File: config.mk
export PLATFORM = sky130hd
export DESIGN_NAME = rnd_irq_status
export DESIGN_NICKNAME = d
export VERILOG_FILES = /design/src/rtl/rnd_irq_pkg.sv /design/src/rtl/rnd_irq_ctrl.sv /design/src/rtl/rnd_irq_dp.sv /design/src/rtl/rnd_irq_status.sv
export SDC_FILE = /design/constraint.sdc
export NUM_CORES = 1
export LEC_CHECK = 0
export ABC_AREA = 1
export BUFFER_PORTS_ARGS = -buffer_cell sky130_fd_sc_hd__buf_2
export CAP_MARGIN = 20
export CORE_UTILIZATION = 50
export DETAILED_ROUTE_END_ITERATION = 6
export PLACE_DENSITY = 0.77
export SYNTH_ARGS = -nofsm -noshare
export SYNTH_HDL_FRONTEND = slang
export SYNTH_SLANG_ARGS = --single-unit
File: constraint.sdc
create_clock -name clk -period 1.5 [get_ports clk]
set_clock_uncertainty 0.15 [all_clocks]
set_input_delay 0.15 -clock clk [delete_from_list [all_inputs] [get_ports clk]]
set_output_delay 0.15 -clock clk [all_outputs]
set_load 0.02 [all_outputs]
File: src/rtl/rnd_irq_pkg.sv
`timescale 1ns/1ps
package rnd_irq_pkg;
  localparam int DW     = 32;
  localparam int NSRC   = 8;
  localparam int NHI    = 5;   // writable bits 29..25
  localparam int BHALT  = 29;
  localparam int MSRC   = 24;  // mask bits 31..24 gate source interrupts
  localparam int MMSG   = 23;
  localparam int MHIGRP = 22;
  localparam int MHALT  = 20;

  typedef struct packed {
    logic statusWr;
    logic statusRd;
    logic maskWr;
  } regStrb_t;
endpackage

File: src/rtl/rnd_irq_ctrl.sv
`timescale 1ns/1ps
module rnd_irq_ctrl
  import rnd_irq_pkg::*;
#(
  parameter int AW          = 4,
  parameter int STATUS_ADDR = 0,
  parameter int MASK_ADDR   = 1
) (
  input  logic            clk,
  input  logic            rstN,
  input  logic [AW-1:0]   busAddr,
  input  logic            busWr,
  input  logic            busRd,
  input  logic [NSRC-1:0] eventIn,
  output regStrb_t        strb,
  output logic [NSRC-1:0] evRise
);
  localparam logic [AW-1:0] ST_A = AW'(STATUS_ADDR);
  localparam logic [AW-1:0] MK_A = AW'(MASK_ADDR);

  logic [NSRC-1:0] evPrev;

  always_ff @(posedge clk) begin
    if (!rstN) evPrev <= '0;
    else       evPrev <= eventIn;
  end

  assign evRise = eventIn & ~evPrev;

  always_comb begin
    strb.statusWr = busWr && (busAddr == ST_A);
    strb.statusRd = busRd && (busAddr == ST_A);
    strb.maskWr   = busWr && (busAddr == MK_A);
  end

  // an edge strobe is only seen when the input was low one cycle earlier
  a_r3_edge_from_low: assert property (@(posedge clk) disable iff (!rstN)
    (|evRise) |-> ((evRise & $past(eventIn)) == '0));
endmodule

File: src/rtl/rnd_irq_dp.sv
`timescale 1ns/1ps
module rnd_irq_dp
  import rnd_irq_pkg::*;
(
  input  logic            clk,
  input  logic            rstN,
  input  regStrb_t        strb,
  input  logic [NSRC-1:0] evRise,
  input  logic [DW-1:0]   busWdata,
  input  logic            idleIn,
  input  logic            holdIn,
  input  logic            localIn,
  output logic [DW-1:0]   busRdata,
  output logic            irqOut,
  output logic            haltReq
);
  logic [NSRC-1:0] pendQ, ctrlQ, msgQ;
  logic [NHI-1:0]  hiQ;
  logic [DW-1:0]   maskQ;
  logic [DW-1:0]   rdataQ;
  logic [DW-1:0]   statusWord;
  logic            unusedBits;

  assign statusWord = {idleIn, holdIn, hiQ, localIn, pendQ, ctrlQ, msgQ};
  assign unusedBits = ^{maskQ[21], maskQ[19:0], busWdata[23:16]};

  always_ff @(posedge clk) begin
    if (!rstN) begin
      pendQ  <= '0;
      ctrlQ  <= '0;
      msgQ   <= '0;
      hiQ    <= '0;
      maskQ  <= '1;
      rdataQ <= '0;
    end else begin
      pendQ  <= (strb.statusRd ? '0 : pendQ) | evRise;
      rdataQ <= strb.statusRd ? statusWord : '0;
      if (strb.maskWr) maskQ <= busWdata;
      if (strb.statusWr) begin
        ctrlQ <= busWdata[15:8];
        if (!maskQ[MMSG]) msgQ <= busWdata[7:0];
        if (!maskQ[MHIGRP]) begin
          hiQ[NHI-2:0] <= busWdata[BHALT-1:BHALT-NHI+1];
          if (!maskQ[MHALT]) hiQ[NHI-1] <= busWdata[BHALT];
        end
      end
    end
  end

  assign busRdata = rdataQ;
  assign haltReq  = hiQ[NHI-1];
  assign irqOut   = (|(pendQ & ctrlQ & ~maskQ[MSRC +: NSRC])) ||
                    ((|msgQ) && !maskQ[MMSG]);

  // every edge leaves its pending bit set
  a_r3_rise_sets: assert property (@(posedge clk) disable iff (!rstN)
    (|evRise) |=> ((pendQ & $past(evRise)) == $past(evRise)));
  // a status read without a coincident edge empties the pending field
  a_r4_read_clears: assert property (@(posedge clk) disable iff (!rstN)
    (strb.statusRd && evRise == '0) |=> (pendQ == '0));
  // no pending bit appears without an edge
  a_r5_no_spurious: assert property (@(posedge clk) disable iff (!rstN)
    (evRise == '0) |=> ((pendQ & ~$past(pendQ)) == '0));
  // message byte frozen while its mask bit is set
  a_r7_msg_locked: assert property (@(posedge clk) disable iff (!rstN)
    maskQ[MMSG] |=> $stable(msgQ));
  // halt output moves only on a status write
  a_r9_halt_hold: assert property (@(posedge clk) disable iff (!rstN)
    !strb.statusWr |=> $stable(haltReq));
  // read data is zero after any cycle without a status read
  a_r13_rdata_idle: assert property (@(posedge clk) disable iff (!rstN)
    !strb.statusRd |=> (busRdata == '0));
  // interrupt without message needs some pending source
  a_r10_irq_source: assert property (@(posedge clk) disable iff (!rstN)
    (irqOut && msgQ == '0) |-> (|pendQ));
endmodule

File: src/rtl/rnd_irq_status.sv
`timescale 1ns/1ps
module rnd_irq_status
  import rnd_irq_pkg::*;
#(
  parameter int AW          = 4,
  parameter int STATUS_ADDR = 0,
  parameter int MASK_ADDR   = 1
) (
  input  logic          clk,
  input  logic          rstN,
  input  logic [AW-1:0] busAddr,
  input  logic          busWr,
  input  logic          busRd,
  input  logic [31:0]   busWdata,
  output logic [31:0]   busRdata,
  input  logic [7:0]    eventIn,
  input  logic          idleIn,
  input  logic          holdIn,
  input  logic          localIn,
  output logic          irqOut,
  output logic          haltReq
);
  regStrb_t        strb;
  logic [NSRC-1:0] evRise;

  rnd_irq_ctrl #(
    .AW(AW), .STATUS_ADDR(STATUS_ADDR), .MASK_ADDR(MASK_ADDR)
  ) u_ctrl (
    .clk(clk), .rstN(rstN), .busAddr(busAddr), .busWr(busWr),
    .busRd(busRd), .eventIn(eventIn), .strb(strb), .evRise(evRise)
  );

  rnd_irq_dp u_dp (
    .clk(clk), .rstN(rstN), .strb(strb), .evRise(evRise),
    .busWdata(busWdata), .idleIn(idleIn), .holdIn(holdIn),
    .localIn(localIn), .busRdata(busRdata), .irqOut(irqOut),
    .haltReq(haltReq)
  );
endmodule

==> out/results.txt, run 1 <==
The flow ran to the end, but the final reports show violations. The final reports fail on negative setup slack. The count of filler cells inserted in the layout is 402, and the worst-case vdd ir drop is 703 uV. Required time at the endpoint of the critical path: 1.20 ns.

The minimum clock period after layout was 1.59 ns. The critical path is of the reg -> out type. After detailed routing, the number of vias per cell comes to 4.68.

Peak clock frequency supported by timing: 0.630 GHz. The sequential standard cell area is 1600 um^2. At the end of routability-driven placement, the weighted congestion stood at 0.777. The tools report the clock share of power as 36.9%.

The min-delay analysis places its worst path in the category in -> reg. The synthesis-stage register bit count was 80; the smallest setup slack after layout was -0.0880 ns. At the pin with the least slew margin, the transition time is 0.421 ns.

Dividing the detail-routed wire length by the instance count gives 11.9 um. The detailed router finished its first iteration with 90 violations. The met2 capacity usage during global routing came out at 41.0%. The logs give 80 for the clock net sink count and 390 for the net count of the mapped netlist. Once the floorplan was initialized, standard cells occupied 52.4% of the core. The later pin in the worst-skew pair is clocked with a latency of 0.35 ns. Final number of hold-violating endpoints: 0. The kind of launch point of the worst setup path was a flip-flop.

The tree is rooted in a sky130_fd_sc_hd__clkbuf_8. The first global-routing pass estimated 9960 um of wire. The tools report the synthesized instance count as 339.

For this run, global-route usage on met3 was measured as 4.10%. The layout overhead on the synthesized area is 40.5%. The number of antenna diodes in the final layout is 0. For this design the ratio of total power to cell area is 1030 nW/um^2. After the last flow step, the layout net total stands at 513. The number of max-slew violations in the final report is 0. The logs give 2512 for the detailed-route via count and 482 for the instance count after placement with tap cells included. Buffers added to address setup during post-CTS repair amount to 0. The logs give 1.29 ns for the endpoint arrival time on the critical path and 4090 um for the post-detailed-placement half-perimeter wirelength. Max-cap violations in this run came to 0.

The chip width came out at 75.6 um. The residual DRC count is 0, and the core region area is 5170 um^2. In the layout the commonest cells are 78 x sky130_fd_sc_hd__buf_2, 78 x sky130_fd_sc_hd__dfxtp_1, 71 x sky130_fd_sc_hd__nand2_1.

In this run the cell area measured after placement is 3190 um^2. The antenna violation net count after detailed routing is 0, and the per-instance average area after synthesis is 7.99 um^2. The logs give 22 for the largest net degree at the start of global routing and 0.870 mW for the switching power summed over all nets.

For this block, the routed nets add up to 6410 um of wire. The overall routing resource usage was 24.1%. Setup repair after global routing could not meet its margin everywhere. 85 I/O pins were placed.

The die covers 5720 um^2. In this run the most used layer during global routing was met2. The internal power of the cells totals 3.04 mW. STA classifies the critical path endpoint as an output pin. The run gives 2710 um^2 as the mapped cell area. Iteration count of the initial detailed-routing pass: 4.

In the final layout, the multi-input gates occupy 918 um^2. In this run the deepest clock path goes through 2 buffers. Switching fraction of total power: 22.2%. The clock transition at the registers of the reported paths works out to 0.07 ns. The sequential element share of the synthesized area was 59.1%.

The fraction of power consumed by sequential logic was 56.1%. The sum of negative setup slack was -0.0880 ns; the chip height was 75.6 um. Number of warnings issued by yosys: 0. The total power after layout is 3.91 mW.

For the overall overflow remaining after global route, the log shows 0. The tools report the initial antenna violation count as 0. For this design the static power due to leakage is 1.90 nW.

The share of total power dissipated in combinational logic is 7.0%. In this run the tightest slew margin relative to its limit is 71.8%. The largest fanout on the critical path was 2. The number of clock buffers added by TritonCTS is 9. Summing all non-filler instances in the final layout gives an area of 3810 um^2. Yosys mapped the design onto 15 distinct sky130hd cell types. For the row count, the log shows 26.

The logs give 3 for the number of H-tree levels and 2325 for the number of global-route vias before repair. Number of standard cells in the final layout excluding fillers: 537. The final critical path takes up 106% of the cycle.

Total setup violations reported at the end of the flow: 1. TritonCTS built the clock tree. Measured on the finished design, the core utilization comes to 73.6%. Routing usage on met1: 28.5%. The fraction of layout cells with a size suffix above 1 is 25.1%, and the number of I/O port buffers is 79.
-- metal layers --
| layer | vias to the layer above | share of wire (%) |
|---|---|---|
| met5 | - | 0 |
| met4 | 0 | 2.2 |
| met3 | 11 | 5.2 |
| met2 | 82 | 49 |
| met1 | 1129 | 44 |
| li1 | 1290 | - |
-- registers in the layout, indices dropped and copies added, names as in the netlist --
name           count
u_ctrl.evPrev      8
u_dp.busRdata     32
u_dp.ctrlQ         8
u_dp.hiQ           5
u_dp.maskQ        11
u_dp.msgQ          8
u_dp.pendQ         8
-- worst max-delay path, cell delays in order (launching register included) --
cell and delay (ns):
sky130_fd_sc_hd__dfxtp_2 0.34, sky130_fd_sc_hd__nor2_4 0.10, sky130_fd_sc_hd__nand3_2 0.09, sky130_fd_sc_hd__o21ai_2 0.17, sky130_fd_sc_hd__nand3_2 0.11, sky130_fd_sc_hd__buf_6 0.14
-- kinds of logic after synthesis --
| family | after synthesis | share of synthesized area, % |
|---|---|---|
| simple gates | 180 | 28.7 |
| flops | 80 | 59.1 |
| buf+inv | 58 | 8.22 |
| compound gates | 21 | 3.97 |
-- through the flow --
stage                     hold WS [ns]  setup slack [ns]
after CTS                       0.0807           -0.0855
after global routing             0.108            -0.172
after detailed placement         0.203             0.128
after global placement           0.204             0.131
final                           0.0929           -0.0880
after floorplan                  0.107             0.419
-- cell type report --
type | count | area share, %
Multi-Input combinational cell | 201 | 24.1
Clock buffer | 13 | 4.44
Clock inverter | 3 | 0.394
Inverter | 45 | 4.44
Tap cell | 70 | 2.30
Timing Repair Buffer | 125 | 22.2
Sequential cell | 80 | 42.1
-- path summary, 6_finish.rpt --
path               startpoint       endpoint  slack, ns  cells past startpoint
min reg2reg  u_ctrl.evPrev[6]  u_dp.pendQ[6]       0.26                      1
max              u_dp.msgQ[5]         irqOut      -0.09                      5
min                     busWr  u_dp.ctrlQ[1]       0.09                      5
max reg2reg    u_dp.maskQ[22]    u_dp.hiQ[1]       0.25                      5
-- power groups by stage --
stage | clock, mW | combinational (mW) | sequential, mW
CTS | 1.48 | 0.269 | 2.19
floorplan | 0 | 0.0930 | 2.24
global route | 1.56 | 0.301 | 2.20
finish | 1.45 | 0.274 | 2.19
detailed placement | 0 | 0.190 | 2.24
global placement | 0 | 0.186 | 2.24
-- cells in the mapped netlist --
| cell type | number | area [um^2] |
|---|---|---|
| sky130_fd_sc_hd__a21oi_1 | 9 | 45.0 |
| sky130_fd_sc_hd__o21ai_1 | 5 | 25.0 |
| sky130_fd_sc_hd__nand2_1 | 71 | 267 |
| sky130_fd_sc_hd__o21ai_0 | 6 | 30.0 |
| sky130_fd_sc_hd__nand4_1 | 13 | 81.3 |
| sky130_fd_sc_hd__nand4_4 | 1 | 21.3 |
| sky130_fd_sc_hd__nor2_4 | 3 | 33.8 |
| sky130_fd_sc_hd__buf_2 | 4 | 20.0 |
| sky130_fd_sc_hd__dfxtp_1 | 80 | 1600 |
| sky130_fd_sc_hd__o211ai_1 | 1 | 7.51 |
| sky130_fd_sc_hd__nand3_1 | 24 | 120 |
| sky130_fd_sc_hd__clkbuf_1 | 9 | 33.8 |
| sky130_fd_sc_hd__inv_2 | 1 | 3.75 |
| sky130_fd_sc_hd__nor2_1 | 68 | 255 |
| sky130_fd_sc_hd__inv_1 | 44 | 165 |
-- repair_timing --
| item | 4_1_cts | 5_1_grt |
|---|---|---|
| pin swaps | 3 | 4 |
| hold endpoints to repair | 50 | 0 |
| hold buffers | 39 | 0 |
| gates resized for setup | 9 | 7 |
| setup endpoints to repair | 1 | 1 |
Power figures use the tool's default switching activity.
==> run 2, diff against run 1 <==
--- a/config.mk
+++ b/config.mk
@@ -10,7 +10,7 @@
 export CAP_MARGIN = 20
 export CORE_UTILIZATION = 50
 export DETAILED_ROUTE_END_ITERATION = 6
-export PLACE_DENSITY = 0.77
+export PLACE_DENSITY_LB_ADDON = 0.3
 export SYNTH_ARGS = -nofsm -noshare
 export SYNTH_HDL_FRONTEND = slang
 export SYNTH_SLANG_ARGS = --single-unit
==> run 2 against run 1 <==
- total power increased by 6.7%
- sequential share of layout area decreased by 0.24 points
- critical endpoint unchanged
- first-iteration DRC count increased by 13%
- highest routed layer unchanged
- the run still ends with negative setup slack left
- via count decreased by 0.20%
- sequential power about the same
- worst hold slack got worse by 0.070 ns
- largest cell class unchanged
- die area unchanged
==> out/results.txt, run 2 (synthesized netlist as in run 1, its figures left out) <==
TritonCTS built the clock tree. The number of buffers and inverters on the critical path is 1, and the peak clock frequency supported by timing is 0.639 GHz. Number of flip-flops in the largest register: 32. The run gives -0.0657 ns as the smallest setup slack after layout.

The critical path's top delay family is flip-flops. The initial antenna violation count was 0. The iteration count of the initial detailed-routing pass was 4; the clock transition at the registers of the reported paths was 0.08 ns. At the end of routability-driven placement, the weighted congestion stood at 0.785. The logs give 10500 um for the first-pass GRT wire length and 68.9% for the worst slew margin relative to its limit.

In the routed design, unresolved DRC markers number 0. Leaving out fill and tap cells, the most frequent cell in the layout is sky130_fd_sc_hd__buf_2. Once the floorplan was initialized, standard cells occupied 52.4% of the core. The tools report the sequential standard cell area as 1610 um^2.

The largest individual stage delay along the critical path comes from the cell sky130_fd_sc_hd__dfxtp_2. Compared with the post-synthesis result, the final layout area differs by 41.5%. The number of max-slew violations in the final report is 0. For the final routed database, the setup TNS stands at -0.0657 ns. The wire-length estimate of the detail-placed layout is 4140 um. For the worst setup path, the data required time is 1.20 ns.

CTS built an H-tree with a depth of 3. The final layout contains routed wiring with a total length of 6510 um. The clock network latency to the later pin of the worst-skew pair was 0.35 ns. STA classifies the critical path endpoint as an output pin. In this run the clock root is driven by a sky130_fd_sc_hd__clkbuf_8.

The power per standard cell area works out to 1090 nW/um^2. The critical path goes through nor2_4 -> nand3_2 -> o21ai_1 -> nand3_1 -> buf_6. The number of global-route vias before repair was 2394; the detailed-route vias per instance was 4.66.

The worst setup path is launched from a flip-flop. Summed over all cells, the static leakage comes to 1.90 nW. The run gives 85 as the I/O pin count.

Cells with a size suffix above 1 make up 24.8% of the layout. The run finished, with violations left. VDD sags by at most 577 uV. Setup repair after global routing could not meet its margin everywhere. The overall routing resource usage was 25.4%; the number of buffers added by the clock tree synthesis step was 9. Of all nets on the critical path, the largest fanout is 2. On the worst path, the slowest cell contributes a delay of 0.34 ns. Fill cells in the final layout number 380. The type of the tightest min-delay check was in -> reg. The largest net degree at the start of global routing is 17, and the part of the cycle the worst path needs is 104%.

For the antenna violation net count after detailed routing, the log shows 0. In the layout the commonest cells are 78 x sky130_fd_sc_hd__buf_2, 76 x sky130_fd_sc_hd__dfxtp_1, 71 x sky130_fd_sc_hd__nand2_1. The chip height was 75.6 um; the slew at the pin closest to its max-slew limit was 0.465 ns.

After layout, the design draws a total of 4.18 mW. Data arrives at the worst endpoint at 1.27 ns. In the final design database the tool counted 514 nets.

For the finished layout, the period the worst path requires is 1.57 ns. Counting along the longest clock path gives a buffer depth of 2. The number of DRC markers after the initial detailed-route iteration was 102. The final number of hold-violating endpoints was 0; the core region area was 5170 um^2. The floorplan step set the die width to 75.6 um.

The logs give 1 for the total setup violations reported at the end of the flow and 0 for the number of antenna diodes. Input and output buffers added on the ports amount to 79. The per-cell routed wire length came out at 12.1 um.

Counting every sink on the clock net gives 80. The checks that failed: negative setup slack. After global routing the overflow that remains totals 0.

The worst setup path is of the reg -> out kind. The tool flagged a number of max-cap violations equal to 0. The floorplan has 26 rows.

Summing all multi-input logic gate instances after layout gives 908 um^2. The detailed router placed 2507 vias in this run. Die outline area: 5720 um^2.
==> run 2: path summary, 6_finish.rpt <==
| kind | start | to | slack, ns | depth (start not counted) |
|---|---|---|---|---|
| hold reg to reg | u_ctrl.evPrev[1] | u_dp.pendQ[1] | 0.26 | 1 |
| setup reg to reg | u_dp.maskQ[23] | u_dp.msgQ[0] | 0.32 | 4 |
| hold / removal | rstN | u_ctrl.evPrev[2] | 0.02 | 3 |
| setup / recovery | u_dp.msgQ[5] | irqOut | -0.07 | 5 |
==> run 2: metal layers <==
layer  up-vias  GRT usage (%)  part of all wire [%]
li1       1290              -                     -
met3        11           5.69                   5.1
met1      1139           28.1                    41
met5         -              0                     0
met4         0           11.1                   1.9
met2        67           46.7                    52
==> run 2: tightest hold or removal path, delay by kind of cell <==
kind	cells	cell delay, ns
buf+inv	2	0.22
simple gates	1	0.11
==> run 2: timing repair <==
action | 4_1_cts | 5_1_grt
hold buffers | 38 | 0
endpoints found under the hold margin | 50 | 0
buffers inserted | 0 | 1
pin swaps | 1 | 7
resized for setup | 2 | 14
endpoints found under the setup margin | 1 | 1
==> run 2: layout make-up <==
cell class                 count  share of cell area, %
multi-input combinational    201                   23.7
sequential                    80                   41.9
timing repair buffer         126                   22.2
clock inverter                 3                   1.70
inverter                      45                   4.40
tap                           70                   2.28
clock buffer                  13                   3.88
==> run 2: report_power, final <==
part / total (mW) / internal (mW) / switching [mW]
Clock: 1.71 / 0.983 / 0.727
Sequential: 2.19 / 2.17 / 0.0262
Combinational: 0.273 / 0.146 / 0.126
Total: 4.18 / 3.30 / 0.880
==> run 2: stage by stage <==
stage / cell area (um^2) / worst slack, ns / instances / util, % / hold slack, ns
after global placement: 3200 / 0.124 / 483 / 61.9 / 0.200
final: 3830 / -0.0657 / 538 / 74.1 / 0.0231
after CTS: 3800 / -0.0980 / 537 / 73.4 / 0.0132
after detailed placement: 3200 / 0.0753 / 483 / 61.9 / 0.209
after global routing: 3830 / -0.151 / 538 / 74.1 / 0.0372
after floorplan: 2710 / 0.419 / 339 / - / 0.107
==> run 3, diff against run 2 <==
==> constraint.sdc (replaced) <==
create_clock -name clk -period 1.75 [get_ports clk]
set_clock_uncertainty 0.15 [all_clocks]
set_input_delay 0.175 -clock clk [delete_from_list [all_inputs] [get_ports clk]]
set_output_delay 0.175 -clock clk [all_outputs]
set_load 0.02 [all_outputs]
==> run 3 against run 2 <==
- the run now ends clean
- count of clock-buffer cells in the layout down 1
- routed wire length decreased by 5.5%
- worst hold slack improved by 0.049 ns
- utilization decreased by 0.34 points
- via count barely moved
- critical endpoint unchanged
- die area unchanged
- design area shrank 0.46%
- total power fell by 12%
- critical path depth up 2
- cell count down 0.37%
- non-clock buffer count down 2
- sequential share of layout area rose by 0.061 points
==> out/results.txt, run 3 (synthesized netlist as in run 1, its figures left out) <==
The overall overflow remaining after global route is 0, and the iteration count of the initial detailed-routing pass is 4. The worst setup path is of the reg -> out kind. The run gives 50.9% as the fraction of power consumed by sequential logic.

The number of nets at the end of the flow was 512; the detailed-route via count was 2509. The run gives 26 as the row count. Sort of element at the end of the critical path: an output pin. The first global-routing pass estimated 9940 um of wire. The run gives 42.9% as the clock share of power. Of the total power, the share spent switching nets is 21.4%. The clock drives 80 sinks. For this design the total switching power over the nets is 0.790 mW. For the worst-skew pair, the clock arrives at the later sink with an insertion delay of 0.35 ns. The internal power of the cells totals 2.90 mW. In the layout the commonest cells are 80 x sky130_fd_sc_hd__dfxtp_1, 79 x sky130_fd_sc_hd__buf_2, 71 x sky130_fd_sc_hd__nand2_1.

The floorplan step set the die width to 75.6 um. STA classifies the critical path startpoint as a flip-flop. The clock transition at the registers of the reported paths is 0.09 ns. After clock tree synthesis, the flow added hold-fix buffers numbering 40.

The flow ran to the end, and the final reports show no timing, DRC or antenna violations. The reported max-cap violation count was 0; the core region area was 5170 um^2. The tools report the number of max-slew violations in the final report as 0. Setup repair after global routing left no endpoint under its margin. The number of DRC markers after the initial detailed-route iteration is 94. The combinational share of power was 6.2%.

The detailed-route vias per instance came out at 4.68. The run gives 0 as the total setup violations reported at the end of the flow. The initial antenna violation count was 0. The run gives 0 as the post-CTS setup buffer count. Routed wire length: 6150 um. Timing analysis after detailed placement gives a worst setup slack of 0.317 ns.

TritonCTS created 9 clock buffers. The part of the cycle the worst path needs is 94.5%. The HPWL after detailed placement is 3860 um.

For this run, design rule violations remaining after detail routing come to 0. The area growth from synthesis to layout is 40.9%. Per-cell routed wire length: 11.5 um. The largest fanout on the critical path came out at 2.

TritonCTS built the clock tree. Counting I/O delays and the setup requirement, the final critical path takes 1.65 ns. At the pin with the least slew margin, the transition time is 0.451 ns.

The initial utilization of the core area, before any placement, comes to 52.4%. Setup slack closes at 0.0956 ns. In this run the count of I/O pins placed on the die edge is 85. Leaving out fill and tap cells, the most frequent cell in the layout is sky130_fd_sc_hd__dfxtp_1. The detail route stage leaves a number of antenna-violating nets equal to 0. The die is 75.6 um tall. The number of gates resized after CTS was 0.

The clock passes through at most 2 buffers. In this run the tightest slew margin relative to its limit is 69.9%. The weighted congestion at the end of routability-driven global placement was 0.772; the final number of hold-violating endpoints was 0. For this design the ratio of total power to cell area is 967 nW/um^2. Largest net degree at the start of global routing: 33.

The worst hold path belongs to the class in -> reg. The tools report the worst-case vdd ir drop as 537 uV. The root buffer cell chosen for the clock tree is sky130_fd_sc_hd__clkbuf_8. Global routing consumed, over all layers together, 23.9% of the routing resources. For the number of antenna diodes, the log shows 0. The required time at the endpoint of the critical path is 1.42 ns. The number of I/O port buffers works out to 79.

The die outline area was 5720 um^2; the peak clock frequency supported by timing was 0.604 GHz. The tools report the sum of negative setup slack as 0 ns. Cells with a size suffix above 1 make up 22.5% of the layout.

The H-tree was split into 3 levels. The register with the most flip-flops in the layout has 32 of them. For the endpoint arrival time on the critical path, the log shows 1.33 ns. The run gives 2321 as the number of global-route vias before repair.

In this run the static leakage power is 1.89 nW.
==> run 3: cell types whose count changed in the layout (fill, tap and decap cells not counted), moves of 3 or more <==
cell / before / now
sky130_fd_sc_hd__dfxtp_2: 4 / 0
sky130_fd_sc_hd__dfxtp_1: 76 / 80
sky130_fd_sc_hd__nor2_1: 65 / 68
sky130_fd_sc_hd__clkbuf_1: 3 / 0
sky130_fd_sc_hd__buf_4: 9 / 5
==> run 3: critical path, cell delays in order, from the launching register on <==
cell and delay [ns]:
sky130_fd_sc_hd__dfxtp_1 0.33, sky130_fd_sc_hd__inv_1 0.06, sky130_fd_sc_hd__nor2_1 0.16, sky130_fd_sc_hd__nand2_1 0.08, sky130_fd_sc_hd__nand2_1 0.08, sky130_fd_sc_hd__nor2_1 0.04, sky130_fd_sc_hd__nand3_1 0.08, sky130_fd_sc_hd__buf_2 0.17
==> run 3: power groups by stage <==
stage          Combinational, mW  Clock (mW)  Sequential [mW]
6_report                   0.231        1.58             1.88
5_1_grt                    0.259        1.69             1.88
4_1_cts                    0.229        1.60             1.88
3_5_place_dp               0.160           0             1.92
3_3_place_gp               0.156           0             1.92
2_1_floorplan             0.0798           0             1.92
==> run 3: cell type report <==
cell class / count / area (um^2)
fill: 407 / 1360
multi-input combinational: 201 / 886
sequential: 80 / 1600
inverter: 45 / 169
tap: 70 / 87.6
clock buffer: 12 / 165
clock inverter: 4 / 75.1
timing repair buffer: 124 / 833
==> run 3: per-layer routing <==
layer  track usage [%]  up-vias  routed length [um]
li1                  -     1290                   -
met1              27.1     1132                2640
met2              41.6       71                3070
met3              6.35       16                 282
met4              12.3        0                 161
met5                 0        -                   0
==> run 3: final timing paths <==
| path | start | to | slack (ns) | depth (start not counted) |
|---|---|---|---|---|
| setup / recovery | u_dp.ctrlQ[6] | irqOut | 0.1 | 7 |
| hold / removal | busAddr[0] | u_dp.maskQ[31] | 0.07 | 3 |
| setup reg to reg | u_dp.maskQ[22] | u_dp.hiQ[2] | 0.57 | 4 |
| hold reg to reg | u_ctrl.evPrev[0] | u_dp.pendQ[0] | 0.26 | 1 |
==> run 3: per-stage QoR <==
stage | total power, mW | instance area, um^2 | instances | utilization [%] | hold WS [ns]
after floorplan | 2.00 | 2710 | 339 | - | 0.132
after global placement | 2.08 | 3180 | 480 | 61.4 | 0.225
after detailed placement | 2.08 | 3180 | 480 | 61.4 | 0.225
after CTS | 3.70 | 3820 | 536 | 73.8 | 0.0666
after global routing | 3.83 | 3820 | 536 | 73.8 | 0.0765
final | 3.69 | 3820 | 536 | 73.8 | 0.0719
